### src/rtl/twi_pkg.sv
package twi_pkg;
  localparam int BYTE_W = 8;

  typedef enum logic [3:0] {
    LS_IDLE,
    LS_DEV,
    LS_DEV_ACK,
    LS_WORD,
    LS_WORD_ACK,
    LS_WDAT,
    LS_WDAT_ACK,
    LS_RDAT,
    LS_RACK
  } link_state_t;
endpackage

### src/rtl/twi_line_sync.sv
module twi_line_sync #(
  parameter int STAGES = 2
) (
  input  logic clk,
  input  logic rst_n,
  input  logic en,
  input  logic scl_i,
  input  logic sda_i,
  output logic scl_lvl,
  output logic sda_lvl,
  output logic scl_rise,
  output logic scl_fall,
  output logic start_ev,
  output logic stop_ev
);
  logic [STAGES-1:0] scl_pipe, sda_pipe;
  logic scl_q, sda_q;

  always_ff @(posedge clk or negedge rst_n) begin
    if (!rst_n) begin
      scl_pipe <= '1;
      sda_pipe <= '1;
      scl_q    <= 1'b1;
      sda_q    <= 1'b1;
    end else begin
      scl_pipe <= {scl_pipe[STAGES-2:0], scl_i};
      sda_pipe <= {sda_pipe[STAGES-2:0], sda_i};
      scl_q    <= scl_pipe[STAGES-1];
      sda_q    <= sda_pipe[STAGES-1];
    end
  end

  assign scl_lvl  = scl_pipe[STAGES-1];
  assign sda_lvl  = sda_pipe[STAGES-1];
  assign scl_rise = en & scl_lvl & ~scl_q;
  assign scl_fall = en & ~scl_lvl & scl_q;
  assign start_ev = en & scl_lvl & scl_q & sda_q & ~sda_lvl;
  assign stop_ev  = en & scl_lvl & scl_q & ~sda_q & sda_lvl;
endmodule

### src/rtl/twi_ptr_unit.sv
module twi_ptr_unit #(
  parameter int ADDR_W    = 6,
  parameter int TIME_REGS = 8
) (
  input  logic              clk,
  input  logic              rst_n,
  input  logic              pwr_ok,
  input  logic              ptr_load,
  input  logic [ADDR_W-1:0] load_val,
  input  logic              ptr_inc,
  input  logic              sess_set,
  input  logic              stop_ev,
  output logic [ADDR_W-1:0] ptr,
  output logic              time_hold
);
  localparam logic [ADDR_W:0] TIME_LIM = (ADDR_W+1)'(TIME_REGS);

  logic sess;

  always_ff @(posedge clk or negedge rst_n) begin
    if (!rst_n) begin
      ptr  <= '0;
      sess <= 1'b0;
    end else if (!pwr_ok) begin
      ptr  <= '0;
      sess <= 1'b0;
    end else begin
      if (ptr_load)     ptr <= load_val;
      else if (ptr_inc) ptr <= ptr + 1'b1;
      if (stop_ev)       sess <= 1'b0;
      else if (sess_set) sess <= 1'b1;
    end
  end

  assign time_hold = sess & ({1'b0, ptr} < TIME_LIM);

  // power loss clears the pointer and the hold
  a_r9_pwr_clears_ptr: assert property (@(posedge clk) disable iff (!rst_n)
    !pwr_ok |=> (ptr == '0) && !time_hold);

  // a STOP releases the hold
  a_r7_stop_releases_hold: assert property (@(posedge clk) disable iff (!rst_n)
    stop_ev |=> !time_hold);
endmodule

### src/rtl/twi_link_fsm.sv
module twi_link_fsm
  import twi_pkg::*;
#(
  parameter int          ADDR_W    = 6,
  parameter int          TIME_REGS = 8,
  parameter logic [6:0]  DEV_ADDR  = 7'h68
) (
  input  logic              clk,
  input  logic              rst_n,
  input  logic              pwr_ok,
  input  logic              scl_lvl,
  input  logic              sda_lvl,
  input  logic              scl_rise,
  input  logic              scl_fall,
  input  logic              start_ev,
  input  logic              stop_ev,
  input  logic [ADDR_W-1:0] ptr,
  output logic              ptr_load,
  output logic [ADDR_W-1:0] load_val,
  output logic              ptr_inc,
  output logic              sess_set,
  output logic              sda_oe,
  output logic              reg_wr_valid,
  output logic [ADDR_W-1:0] reg_wr_addr,
  output logic [BYTE_W-1:0] reg_wr_data,
  output logic              reg_rd_req,
  output logic [ADDR_W-1:0] reg_rd_addr,
  input  logic [BYTE_W-1:0] reg_rd_data,
  output logic              sub_clr
);
  localparam logic [ADDR_W:0] TIME_LIM = (ADDR_W+1)'(TIME_REGS);
  localparam logic [3:0]      BITS     = 4'(BYTE_W);

  link_state_t       state;
  logic [3:0]        bitc;
  logic [BYTE_W-1:0] shreg, tx_sh, tx_buf;
  logic              is_read, rd_pend, got_ack;
  logic              rx_state, byte_in;

  assign rx_state = (state == LS_DEV) || (state == LS_WORD) || (state == LS_WDAT);
  assign byte_in  = scl_fall && (bitc == BITS);

  always_ff @(posedge clk or negedge rst_n) begin
    if (!rst_n) begin
      state <= LS_IDLE; bitc <= '0; shreg <= '0; tx_sh <= '0; tx_buf <= '0;
      is_read <= 1'b0; rd_pend <= 1'b0; got_ack <= 1'b0; sda_oe <= 1'b0;
      ptr_load <= 1'b0; load_val <= '0; ptr_inc <= 1'b0; sess_set <= 1'b0;
      reg_wr_valid <= 1'b0; reg_wr_addr <= '0; reg_wr_data <= '0;
      reg_rd_req <= 1'b0; reg_rd_addr <= '0; sub_clr <= 1'b0;
    end else if (!pwr_ok) begin
      state <= LS_IDLE; bitc <= '0; got_ack <= 1'b0; rd_pend <= 1'b0;
      sda_oe <= 1'b0; ptr_load <= 1'b0; ptr_inc <= 1'b0; sess_set <= 1'b0;
      reg_wr_valid <= 1'b0; reg_rd_req <= 1'b0; sub_clr <= 1'b0;
    end else begin
      ptr_load     <= 1'b0;
      ptr_inc      <= 1'b0;
      sess_set     <= 1'b0;
      reg_wr_valid <= 1'b0;
      reg_rd_req   <= 1'b0;
      sub_clr      <= 1'b0;
      rd_pend      <= reg_rd_req;
      if (rd_pend) tx_buf <= reg_rd_data;

      if (start_ev) begin
        state   <= LS_DEV;
        bitc    <= '0;
        sda_oe  <= 1'b0;
        got_ack <= 1'b0;
      end else if (stop_ev) begin
        state  <= LS_IDLE;
        sda_oe <= 1'b0;
      end else begin
        if (rx_state && scl_rise && (bitc != BITS)) begin
          shreg <= {shreg[BYTE_W-2:0], sda_lvl};
          bitc  <= bitc + 1'b1;
        end
        case (state)
          LS_DEV: if (byte_in) begin
            if (shreg[BYTE_W-1:1] == DEV_ADDR) begin
              sda_oe   <= 1'b1;
              sess_set <= 1'b1;
              is_read  <= shreg[0];
              if (shreg[0]) begin
                reg_rd_req  <= 1'b1;
                reg_rd_addr <= ptr;
              end
              state <= LS_DEV_ACK;
            end else begin
              state <= LS_IDLE;
            end
          end
          LS_DEV_ACK: if (scl_fall) begin
            bitc <= '0;
            if (is_read) begin
              tx_sh  <= tx_buf;
              sda_oe <= ~tx_buf[BYTE_W-1];
              state  <= LS_RDAT;
            end else begin
              sda_oe <= 1'b0;
              state  <= LS_WORD;
            end
          end
          LS_WORD: if (byte_in) begin
            ptr_load <= 1'b1;
            load_val <= shreg[ADDR_W-1:0];
            sda_oe   <= 1'b1;
            state    <= LS_WORD_ACK;
          end
          LS_WORD_ACK, LS_WDAT_ACK: if (scl_fall) begin
            sda_oe <= 1'b0;
            bitc   <= '0;
            state  <= LS_WDAT;
          end
          LS_WDAT: if (byte_in) begin
            reg_wr_valid <= 1'b1;
            reg_wr_addr  <= ptr;
            reg_wr_data  <= shreg;
            ptr_inc      <= 1'b1;
            sub_clr      <= ({1'b0, ptr} < TIME_LIM);
            sda_oe       <= 1'b1;
            state        <= LS_WDAT_ACK;
          end
          LS_RDAT: if (scl_fall) begin
            if (bitc == BITS - 4'd1) begin
              sda_oe <= 1'b0;
              state  <= LS_RACK;
            end else begin
              tx_sh  <= {tx_sh[BYTE_W-2:0], 1'b1};
              sda_oe <= ~tx_sh[BYTE_W-2];
              bitc   <= bitc + 1'b1;
            end
          end
          LS_RACK: begin
            if (scl_rise) begin
              if (!sda_lvl) begin
                ptr_inc     <= 1'b1;
                reg_rd_req  <= 1'b1;
                reg_rd_addr <= ptr + 1'b1;
                got_ack     <= 1'b1;
              end else begin
                state <= LS_IDLE;
              end
            end else if (scl_fall && got_ack) begin
              got_ack <= 1'b0;
              tx_sh   <= tx_buf;
              sda_oe  <= ~tx_buf[BYTE_W-1];
              bitc    <= '0;
              state   <= LS_RDAT;
            end
          end
          default: ;
        endcase
      end
    end
  end

  // the slave only begins pulling SDA while SCL is low
  a_r10_drive_on_scl_low: assert property (@(posedge clk) disable iff (!rst_n)
    $rose(sda_oe) |-> !scl_lvl);

  // a write strobe is followed by the pointer stepping past it
  a_r3_write_steps_ptr: assert property (@(posedge clk) disable iff (!rst_n || !pwr_ok)
    reg_wr_valid |=> ptr == ADDR_W'($past(reg_wr_addr) + 1'b1));

  // the register port performs at most one operation per cycle
  a_r3_single_port_op: assert property (@(posedge clk) disable iff (!rst_n)
    $onehot0({reg_wr_valid, reg_rd_req}));

  // nothing reaches the register port while power is bad
  a_r9_no_access_unpowered: assert property (@(posedge clk) disable iff (!rst_n)
    !pwr_ok |=> !reg_wr_valid && !reg_rd_req && !sda_oe);
endmodule

### src/rtl/twi_regfile_slave.sv
module twi_regfile_slave #(
  parameter int         ADDR_W      = 6,
  parameter int         TIME_REGS   = 8,
  parameter int         SYNC_STAGES = 2,
  parameter logic [6:0] DEV_ADDR    = 7'h68
) (
  input  logic              clk,
  input  logic              rst_n,
  input  logic              scl_i,
  input  logic              sda_i,
  output logic              sda_oe,
  input  logic              pwr_ok,
  output logic              reg_wr_valid,
  output logic [ADDR_W-1:0] reg_wr_addr,
  output logic [7:0]        reg_wr_data,
  output logic              reg_rd_req,
  output logic [ADDR_W-1:0] reg_rd_addr,
  input  logic [7:0]        reg_rd_data,
  output logic              time_hold,
  output logic              sub_clr
);
  logic scl_lvl, sda_lvl, scl_rise, scl_fall, start_ev, stop_ev;
  logic ptr_load, ptr_inc, sess_set;
  logic [ADDR_W-1:0] ptr, load_val;

  twi_line_sync #(.STAGES(SYNC_STAGES)) u_sync (
    .clk(clk), .rst_n(rst_n), .en(pwr_ok), .scl_i(scl_i), .sda_i(sda_i),
    .scl_lvl(scl_lvl), .sda_lvl(sda_lvl), .scl_rise(scl_rise),
    .scl_fall(scl_fall), .start_ev(start_ev), .stop_ev(stop_ev)
  );

  twi_ptr_unit #(.ADDR_W(ADDR_W), .TIME_REGS(TIME_REGS)) u_ptr (
    .clk(clk), .rst_n(rst_n), .pwr_ok(pwr_ok), .ptr_load(ptr_load),
    .load_val(load_val), .ptr_inc(ptr_inc), .sess_set(sess_set),
    .stop_ev(stop_ev), .ptr(ptr), .time_hold(time_hold)
  );

  twi_link_fsm #(.ADDR_W(ADDR_W), .TIME_REGS(TIME_REGS), .DEV_ADDR(DEV_ADDR)) u_fsm (
    .clk(clk), .rst_n(rst_n), .pwr_ok(pwr_ok), .scl_lvl(scl_lvl),
    .sda_lvl(sda_lvl), .scl_rise(scl_rise), .scl_fall(scl_fall),
    .start_ev(start_ev), .stop_ev(stop_ev), .ptr(ptr),
    .ptr_load(ptr_load), .load_val(load_val), .ptr_inc(ptr_inc),
    .sess_set(sess_set), .sda_oe(sda_oe), .reg_wr_valid(reg_wr_valid),
    .reg_wr_addr(reg_wr_addr), .reg_wr_data(reg_wr_data),
    .reg_rd_req(reg_rd_req), .reg_rd_addr(reg_rd_addr),
    .reg_rd_data(reg_rd_data), .sub_clr(sub_clr)
  );
endmodule

### config.mk
export PLATFORM = sky130hd
export DESIGN_NAME = twi_regfile_slave
export DESIGN_NICKNAME = d
export VERILOG_FILES = /design/src/rtl/twi_pkg.sv /design/src/rtl/twi_line_sync.sv /design/src/rtl/twi_ptr_unit.sv /design/src/rtl/twi_link_fsm.sv /design/src/rtl/twi_regfile_slave.sv
export SDC_FILE = /design/constraint.sdc
export NUM_CORES = 1
export LEC_CHECK = 0
export ABC_AREA = 1
export BUFFER_PORTS_ARGS = -buffer_cell sky130_fd_sc_hd__buf_2
export CORE_UTILIZATION = 64
export CTS_CLUSTER_SIZE = 14
export DETAILED_ROUTE_END_ITERATION = 16
export PLACE_DENSITY = 0.85
export SYNTH_ARGS = -nofsm -noshare
export SYNTH_HDL_FRONTEND = slang
export SYNTH_HIERARCHICAL = 1
export SYNTH_SLANG_ARGS = --single-unit
### constraint.sdc
create_clock -name clk -period 3.7 [get_ports clk]
set_input_delay 0.74 -clock clk [delete_from_list [all_inputs] [get_ports clk]]
set_output_delay 0.74 -clock clk [all_outputs]
set_load 0.02 [all_outputs]
==> qor.yml, run 1 <==
status:
  status: "finished, final reports clean"
sta:
  final.setup_skew_ns: 0.0137
  fmax_mhz: 402
  worst_slew_pin_slew_ns: 0.953
  final.period_utilization_pct: 67.3
  fin_setup_tns_ns: 0
  fin_crit_ns: 2.49
  drv_slew: 0
  hold_violations: 0
  rsz0062_at_grt: "false"
  setup_viol: 0
  relSlewSlack_pct: 36.4
setup_path:
  endpoint_kind: "flip-flop"
  cp_max_fo: 25
  critical_path_class: "in -> reg"
  critPathRequiredTime_ns: 3.96
  startpoint_type: "input pin"
  cp.arrival_ns: 2.75
clocking:
  cts_tree: "yes"
  cts_setup_buffers: 0
  clk_pin_slew_ns: 0.09
  cts.repair.resized: 0
  clockBufferDepth: 2
  insertion_delay_ns: 0.36
  h-tree-depth: 3
  clockRootBuffer: "clkbuf_8"
  cts_made_buffers: 9
  clock_sinks: 80
  hold_buffers: 0
floorplanning:
  dieHeight_um: 82.0
  coreArea_mm2: 0.00606
  rows: 28
  die_area_mm2: 0.00672
  pin_count: 38
  initial_core_util_pct: 67.5
  die_width_um: 82.0
layout:
  final_layout_size_suffix_gt1_share_pct: 18.0
  insertedDiodeCount: 0
  num-nets-final: 562
  synthToLayoutAreaGrowth_pct: 11.1
  layout.cells.non_filler: 625
  design_area_mm2: 0.00455
synthesis:
  async_reset_ff_share_pct: 100
  ys_seq_elements: 80
  synth_nets: 521
  synthDistinctLibCells: 40
  yosys_most_used_dff: "dfrtp_1"
  synthesis.area_mm2: 0.00409
  synth.most_common_cell: "nand2_1"
  synth_seq_area_share_pct: 49.1
  syn_area_per_cell_um2: 8.12
  ys_warn_count: 6
  netlist_top_cells_count: "nand2_1, dfrtp_1, inv_1"
  netlist.area_leader.share_pct: 45.2
  netlist_instances: 504
  yosys-top-cells-area: "dfrtp_1, nand2_1, inv_1"
  synth_area_leader_cell: "dfrtp_1"
  synth_edf_count: 0
power:
  power_switching_share_pct: 25.4
  power_leakage_nw: 2.54
  comb_power_share_pct: 6.1
  p_per_area_mw_per_mm2: 391
  p_clk_share_pct: 41.2
  intPower_mw: 1.33
  switchingPower_uw: 451
  seqPwrFrac_pct: 52.7
  ir_worst_vdd_mv: 0.322
global_route:
  overflow: 0
  grt_pass1_wl_um: 14600
  antenna_found_initial: 0
  grt_pass1_vias: 3184
  grt_usage_pct: 29.4
  grt_max_degree: 81
detailed_routing:
  drc_errors: 0
  viasPerCell: 5.57
  avgRoutedWirePerCell_um: 14.2
  vias: 3484
  ant_nets: 0
  wirelength_um: 8880
  drt_iter0_drc: 286
  firstDrtPassIters: 5
place:
  io_buffer_count: 37
  dp_cells: 609
  place_area_mm2: 0.00432
  post-dp-hpwl_um: 6210
  globalplace.congestion: 0.985
flow_run:
  drv_cap: 0
min_path:
  hp-class: "reg -> reg"
==> layout by cell type (no fill, tap or decap), types with 2 or more instances in the layout <==
master and count:
nor3_1 2, mux2_2 7, nand2_1 181, o21ai_1 7
nor2_4 5, nand3b_1 3, xor2_1 8, clkbuf_8 9
dfrtp_1 74, nand2_2 6, ha_1 4, dfstp_2 6
o21ai_0 33, nor2_2 3, nor2_1 40, bufinv_16 2
a21oi_1 7, nand3_1 32, nand2_4 2, buf_4 2
nand3_2 2, nand4_1 6, buf_2 36, inv_1 45
clkinv_4 2, inv_2 7
==> sequential cells by signal, indices dropped and copies added, names as in the netlist, 2 cells and up <==
name               cells
u_fsm/tx_buf           8
u_fsm/tx_sh            7
u_fsm/reg_wr_data      8
u_fsm/bitc             4
u_fsm/reg_rd_addr      6
u_ptr/ptr              6
u_fsm/reg_wr_addr      6
u_fsm/state            4
u_sync/sda_pipe        2
u_fsm/shreg            8
u_sync/scl_pipe        2
u_fsm/load_val         6
==> path summary, 6_finish.rpt <==
path                            cells after the start  slack (ns)                                to                          from
worst max-delay path                                9        1.21  u_fsm/reg_wr_addr[4]$_DFFE_PN0P_                        pwr_ok
worst min-delay path                                0        0.35      u_sync/sda_pipe[1]$_DFF_PN1_  u_sync/sda_pipe[0]$_DFF_PN1_
worst max register to register                     10        1.34  u_fsm/reg_wr_addr[4]$_DFFE_PN0P_  u_sync/sda_pipe[1]$_DFF_PN1_
worst min register to register                      0        0.35      u_sync/sda_pipe[1]$_DFF_PN1_  u_sync/sda_pipe[0]$_DFF_PN1_
max in group asynchronous                           1        2.55        u_fsm/tx_sh[2]$_DFFE_PN0P_                         rst_n
min in group asynchronous                           1        0.51  u_fsm/reg_wr_addr[2]$_DFFE_PN0P_                         rst_n
==> worst max-delay path, cell delays in order <==
cell and delay, ns:
buf_2 0.26, nand2_1 0.08, nor2_1 0.35, nand4_1 0.26
inv_2 0.13, nand3_2 0.39, or2_1 0.40, o21ai_0 0.08
inv_1 0.05
==> power groups by stage <==
stage / Sequential [mW] / Combinational, mW / Clock, mW
floorplan: 0.944 / 0.0638 / 0
global route: 0.939 / 0.125 / 0.779
CTS: 0.935 / 0.110 / 0.738
global placement: 0.950 / 0.106 / 0
finish: 0.936 / 0.109 / 0.732
detailed placement: 0.951 / 0.109 / 0
==> metrics by stage <==
step | worst slack (ns) | util, % | hold slack, ns | power [mW]
global placement | 0.969 | 71.3 | 0.346 | 1.06
floorplan | 1.68 | - | 0.345 | 1.01
finish | 1.21 | 75.1 | 0.351 | 1.78
CTS | 1.25 | 75.1 | 0.354 | 1.78
global route | 0.982 | 75.1 | 0.353 | 1.84
detailed placement | 0.872 | 71.3 | 0.349 | 1.06
==> metal layers <==
metal	share of wire, %	GRT usage [%]
met1	47	41.7
met3	5.2	6.22
met5	0	0
met4	1.5	9.82
met2	46	44.9
==> cell families (layout without fill, tap and decap cells) <==
logic type | Yosys count | after routing | share of synthesized area [%]
AND/OR/NAND/NOR | 290 | 290 | 32.1
flip-flops | 80 | 80 | 49.1
buffers and inverters | 60 | 106 | 6.23
AO/OA/AOI/OAI | 54 | 54 | 7.49
XOR/XNOR | 8 | 8 | 1.71
multiplexers | 8 | 8 | 2.17
adder cells (fa/ha/maj) | 4 | 4 | 1.22
==> final cells by class <==
| type | instances | area [µm²] |
|---|---|---|
| fillers | 449 | 1510 |
| clock inverters | 7 | 103 |
| inverters | 52 | 195 |
| multi-input cells | 364 | 1830 |
| flip-flops and latches | 80 | 2010 |
| clock buffers | 9 | 124 |
| well taps | 75 | 93.8 |
| repair buffers | 38 | 195 |
(Power assumes the default switching activity.)
==> inputs of run 2 (changes only) <==
- CORE_UTILIZATION: 64 -> 59
- PLACE_DENSITY: 0.85 -> 0.79
- clock period: 3.7 -> 2.5 ns (I/O delays scaled with it)
==> qor.yml, run 2 (synthesis results as in run 1) <==
setup_path:
  startpoint_type: "flip-flop"
  crit_chain: "inv_1, nand2_1, nor2_1, inv_1, nand2_1, nor2_4, inv_2, nor2_1, nand3_2, nand2_2, inv_2, nand2_1, nand2_1"
  endpoint_kind: "flip-flop"
  cp.arrival_ns: 2.40
  setup.worst_path.start: "u_sync/sda_pipe[1]$_DFF_PN1_"
  r2r-start: "u_sync/sda_pipe[1]$_DFF_PN1_"
  crit_path_max_incr_delay_ns: 0.58
  worst-path-stages: 13
  cp_max_fo: 13
  reg2reg_depth: 13
  crit_slowest_cell: "dfstp_2"
  cp_top_family: "simple AND/OR/NAND/NOR gates"
  critPathMostFrequentCell: "nand2_1"
  cp_num_buf_inv: 4
  critPathRequiredTime_ns: 2.74
  critical_path_class: "reg -> reg"
clocking:
  clk_pin_slew_ns: 0.09
  cts_tree: "yes"
  cts_setup_buffers: 0
  hold_buffers: 0
  h-tree-depth: 3
  cts.repair.resized: 0
  clockBufferDepth: 2
  insertion_delay_ns: 0.36
  clock_sinks: 80
  cts_made_buffers: 9
  clockRootBuffer: "clkbuf_8"
place:
  post-dp-hpwl_um: 6250
  globalplace.congestion: 1.00
  io_buffer_count: 37
global_route:
  overflow: 0
  grt_max_degree: 51
  grt_usage_pct: 26.4
  gr-usage-met3_pct: 4.47
  gr-usage-met1_pct: 38.1
  grt_pass1_vias: 3131
  gr-usage-met2_pct: 39.4
  busiest_layer: "met2"
  antenna_found_initial: 0
  grt_pass1_wl_um: 14900
detailed_routing:
  wirelength_um: 8470
  drc_errors: 0
  drt_iter0_drc: 289
  viasPerCell: 5.32
  vias: 3365
  avgRoutedWirePerCell_um: 13.4
  ant_nets: 0
  firstDrtPassIters: 4
layout:
  final_layout_size_suffix_gt1_share_pct: 18.7
  synthToLayoutAreaGrowth_pct: 11.2
  n_fill_cell: 524
  top_regs: "u_fsm/reg_wr_data (8), u_fsm/shreg (8), u_fsm/tx_buf (8)"
  mostFrequentLayoutCell: "nand2_1"
  num-nets-final: 567
  insertedDiodeCount: 0
  mostFrequentLayoutCells: "nand2_1, dfrtp_1, inv_1, nor2_1, buf_2"
sta:
  final.setup_skew_ns: 0.0124
  setup_viol: 0
  fin_setup_tns_ns: 0
  rsz0062_at_grt: "false"
  drv_slew: 0
  fin_crit_ns: 2.15
  relSlewSlack_pct: 65.3
  fmax_mhz: 464
  worst_slew_pin_slew_ns: 0.519
  final.period_utilization_pct: 86.2
  fin_hold_ws_ns: 0.0559
  hold_violations: 0
floorplanning:
  die_area_mm2: 0.00728
  initial_core_util_pct: 62.7
  dieHeight_um: 85.3
  die_width_um: 85.3
  coreArea_mm2: 0.00653
  pin_count: 38
  rows: 29
power:
  comb_power_share_pct: 6.9
  seqPwrFrac_pct: 57.2
  switchingPower_uw: 656
  ir_worst_vdd_mv: 0.398
  power_switching_share_pct: 27.1
  power_leakage_nw: 2.55
  p_per_area_mw_per_mm2: 531
  intPower_mw: 1.76
  p_clk_share_pct: 35.9
status:
  status: "finished, final reports clean"
min_path:
  hp-class: "in -> async"
flow_run:
  drv_cap: 0
==> run 2: cell count changes in the layout (fill, tap and decap cells not counted) <==
cell,delta
inv_8,-1
clkinv_4,-1
buf_12,+1
buf_4,+4
clkinv_2,+1
bufinv_16,-2
clkinvlp_4,+1
inv_6,+2
==> run 2: final timing paths <==
path | end | slack (ns)
max in group asynchronous | u_sync/sda_q$_DFF_PN1_ | 1.79
hold reg to reg | u_sync/sda_pipe[1]$_DFF_PN1_ | 0.36
hold / removal | u_fsm/reg_wr_addr[2]$_DFFE_PN0P_ | 0.06
setup reg to reg | u_fsm/reg_rd_addr[2]$_DFFE_PN0P_ | 0.35
min in group clk | u_sync/scl_pipe[0]$_DFF_PN1_ | 0.24
setup / recovery | u_fsm/reg_rd_addr[2]$_DFFE_PN0P_ | 0.35
==> run 2: stage by stage <==
stage / setup WS, ns / instances / utilization, % / power, mW / area, µm²
floorplan: 0.688 / 504 / - / 1.49 / 4090
global placement: 0.386 / 616 / 67.0 / 1.57 / 4380
detailed placement: 0.310 / 616 / 67.0 / 1.58 / 4380
CTS: 0.376 / 632 / 69.7 / 2.45 / 4550
global route: 0.124 / 632 / 69.7 / 2.53 / 4550
finish: 0.346 / 632 / 69.7 / 2.42 / 4550
==> run 2: cell type report <==
| cell class | instances | area (µm²) | area share [%] |
|---|---|---|---|
| inverters | 52 | 195 | 4.29 |
| repair buffers | 43 | 245 | 5.39 |
| multi-input cells | 364 | 1830 | 40.2 |
| well taps | 77 | 96.3 | 2.12 |
| flip-flops and latches | 80 | 2010 | 44.1 |
| clock inverters | 7 | 52.6 | 1.15 |
| clock buffers | 9 | 124 | 2.72 |
==> run 2: routing by layer <==
| layer | vias to the layer above | part of all wire, % | wire length (µm) |
|---|---|---|---|
| met5 | - | 0 | 0 |
| met4 | 0 | 1.8 | 154 |
| met3 | 14 | 4.5 | 383 |
| met2 | 93 | 44 | 3690 |
| met1 | 1570 | 50 | 4240 |
| li1 | 1688 | - | - |
==> run 2: power by group through the flow <==
stage	sequential [mW]	combinational [mW]	clock [mW]
final	1.38	0.168	0.869
after detailed placement	1.41	0.168	0
after global routing	1.39	0.195	0.945
after floorplan	1.40	0.0945	0
after CTS	1.38	0.170	0.895
after global placement	1.41	0.164	0
==> run 2: worst register-to-register path, cell delays in order (launching register included) <==
cell and delay (ns):
dfstp_2 0.58, inv_1 0.05, nand2_1 0.07, nor2_1 0.05
inv_1 0.08, nand2_1 0.12, nor2_4 0.30, inv_2 0.18
nor2_1 0.17, nand3_2 0.12, nand2_2 0.14, inv_2 0.07
nand2_1 0.07, nand2_1 0.05
==> inputs of run 3 (changes only) <==
- CORE_ASPECT_RATIO: default -> 0.7
- CTS_CLUSTER_SIZE: 14 -> 28
==> qor.yml, run 3 (synthesis results as in run 1) <==
detailed_routing:
  vias: 3381
  viasPerCell: 5.22
  ant_nets: 0
  drc_errors: 0
  drt_iter0_drc: 308
  wirelength_um: 8580
  avgRoutedWirePerCell_um: 13.2
  firstDrtPassIters: 5
power:
  ir_worst_vdd_mv: 0.404
  p_per_area_mw_per_mm2: 522
  power_leakage_nw: 2.54
setup_path:
  r2r_slack_ns: 0.39
  cp_num_buf_inv: 4
  critPathRequiredTime_ns: 2.74
  cp_max_fo: 13
  cp.arrival_ns: 2.35
  endpoint_kind: "flip-flop"
  crit_chain: "inv_1, nand2_1, nor2_1, inv_1, nand2_1, nor2_4, inv_2, nor2_1, nand3_2, nand2_2, inv_2, nand2_1, nand2_1"
  reg2reg_depth: 13
  crit_path_max_incr_delay_ns: 0.57
  startpoint_type: "flip-flop"
  crit_slowest_cell: "dfstp_2"
  cp_top_family: "simple AND/OR/NAND/NOR gates"
  critPathMostFrequentCell: "nand2_1"
  reg2reg_to: "u_fsm/reg_rd_addr[2]$_DFFE_PN0P_"
  setup.worst_path.start: "u_sync/sda_pipe[1]$_DFF_PN1_"
  critical_path_class: "reg -> reg"
  r2r-start: "u_sync/sda_pipe[1]$_DFF_PN1_"
layout:
  design_area_mm2: 0.00458
  num-nets-final: 569
  top_regs: "u_fsm/reg_wr_data (8), u_fsm/shreg (8), u_fsm/tx_buf (8)"
  final_layout_size_suffix_gt1_share_pct: 18.7
  mostFrequentLayoutCells: "nand2_1, dfrtp_1, inv_1, nor2_1, buf_2"
  insertedDiodeCount: 0
  mostFrequentLayoutCell: "nand2_1"
  layout.cells.non_filler: 648
  synthToLayoutAreaGrowth_pct: 11.9
sta:
  fin_crit_ns: 2.11
  worst_slew_pin_slew_ns: 0.532
  fmax_mhz: 475
  final.period_utilization_pct: 84.2
  final.setup_skew_ns: 0.0105
  hold_violations: 0
  rsz0062_at_grt: "false"
  relSlewSlack_pct: 64.4
  drv_slew: 0
  setup_viol: 0
  fin_hold_ws_ns: 0.125
  fin_setup_tns_ns: 0
global_route:
  overflow: 0
  gr-usage-met2_pct: 36.3
  gr-usage-met3_pct: 5.46
  grt_max_degree: 43
  antenna_found_initial: 0
  grt_pass1_wl_um: 14600
  grt_usage_pct: 26.5
  gr-usage-met1_pct: 42.2
  busiest_layer: "met1"
  grt_pass1_vias: 3058
clocking:
  insertion_delay_ns: 0.35
  clk_pin_slew_ns: 0.08
  cts_tree: "yes"
  clockRootBuffer: "clkbuf_8"
  clockBufferDepth: 2
  clock_sinks: 80
  hold_buffers: 0
  cts_made_buffers: 9
  cts.repair.resized: 0
  cts_setup_buffers: 0
  h-tree-depth: 3
place:
  io_buffer_count: 37
  post-dp-hpwl_um: 6430
  place_area_mm2: 0.00441
  dp_cells: 632
  globalplace.congestion: 0.941
floorplanning:
  coreArea_mm2: 0.00646
  die_area_mm2: 0.00728
  initial_core_util_pct: 63.4
  die_width_um: 102
  dieHeight_um: 71.7
  pin_count: 38
  rows: 24
status:
  status: "finished, final reports clean"
min_path:
  hp-class: "in -> async"
flow_run:
  drv_cap: 0
==> run 3: per-layer routing <==
metal	up-vias	part of all wire [%]
met5	-	0
met4	0	1.1
met3	12	6.1
met2	108	40
met1	1563	52
li1	1698	-
==> run 3: layout make-up <==
cell class | count | area, µm²
fillers | 535 | 1870
clock buffers | 12 | 145
repair buffers | 45 | 260
flip-flops and latches | 80 | 2010
multi-input cells | 364 | 1830
inverters | 52 | 195
well taps | 91 | 114
clock inverters | 4 | 30.0
==> run 3: worst max-delay path by stage <==
| stage | endpoint | slack [ns] | cells past startpoint |
|---|---|---|---|
| after detailed placement | u_fsm/reg_rd_addr[2]$_DFFE_PN0P_ | 0.22 | 13 |
| after floorplan | u_fsm/state[1]$_DFFE_PN0P_ | 0.69 | 10 |
| after global routing | u_fsm/reg_rd_addr[2]$_DFFE_PN0P_ | 0.19 | 13 |
| final | u_fsm/reg_rd_addr[2]$_DFFE_PN0P_ | 0.39 | 13 |
| after CTS | u_fsm/reg_rd_addr[2]$_DFFE_PN0P_ | 0.42 | 13 |
| after global placement | u_fsm/state[2]$_DFFE_PN0P_ | 0.27 | 11 |
==> run 3: worst register-to-register path: stages, from the launching register on <==
cell,delay [ns]
dfstp_2,0.57
inv_1,0.05
nand2_1,0.05
nor2_1,0.04
inv_1,0.09
nand2_1,0.12
nor2_4,0.31
inv_2,0.18
nor2_1,0.17
nand3_2,0.12
nand2_2,0.14
inv_2,0.07
nand2_1,0.06
nand2_1,0.05
==> run 3: power by group <==
group          internal (mW)  leakage [nW]  switching (mW)
Sequential              1.34          1.05          0.0385
Combinational         0.0498          1.42           0.115
Clock                  0.388        0.0748           0.459
Total                   1.78          2.54           0.612
==> run 3: stage by stage <==
stage,utilization [%],setup WS (ns),power (mW)
after floorplan,-,0.688,1.49
after global placement,68.3,0.269,1.57
after detailed placement,68.3,0.221,1.57
after CTS,71.0,0.418,2.42
after global routing,71.0,0.187,2.50
final,71.0,0.394,2.39
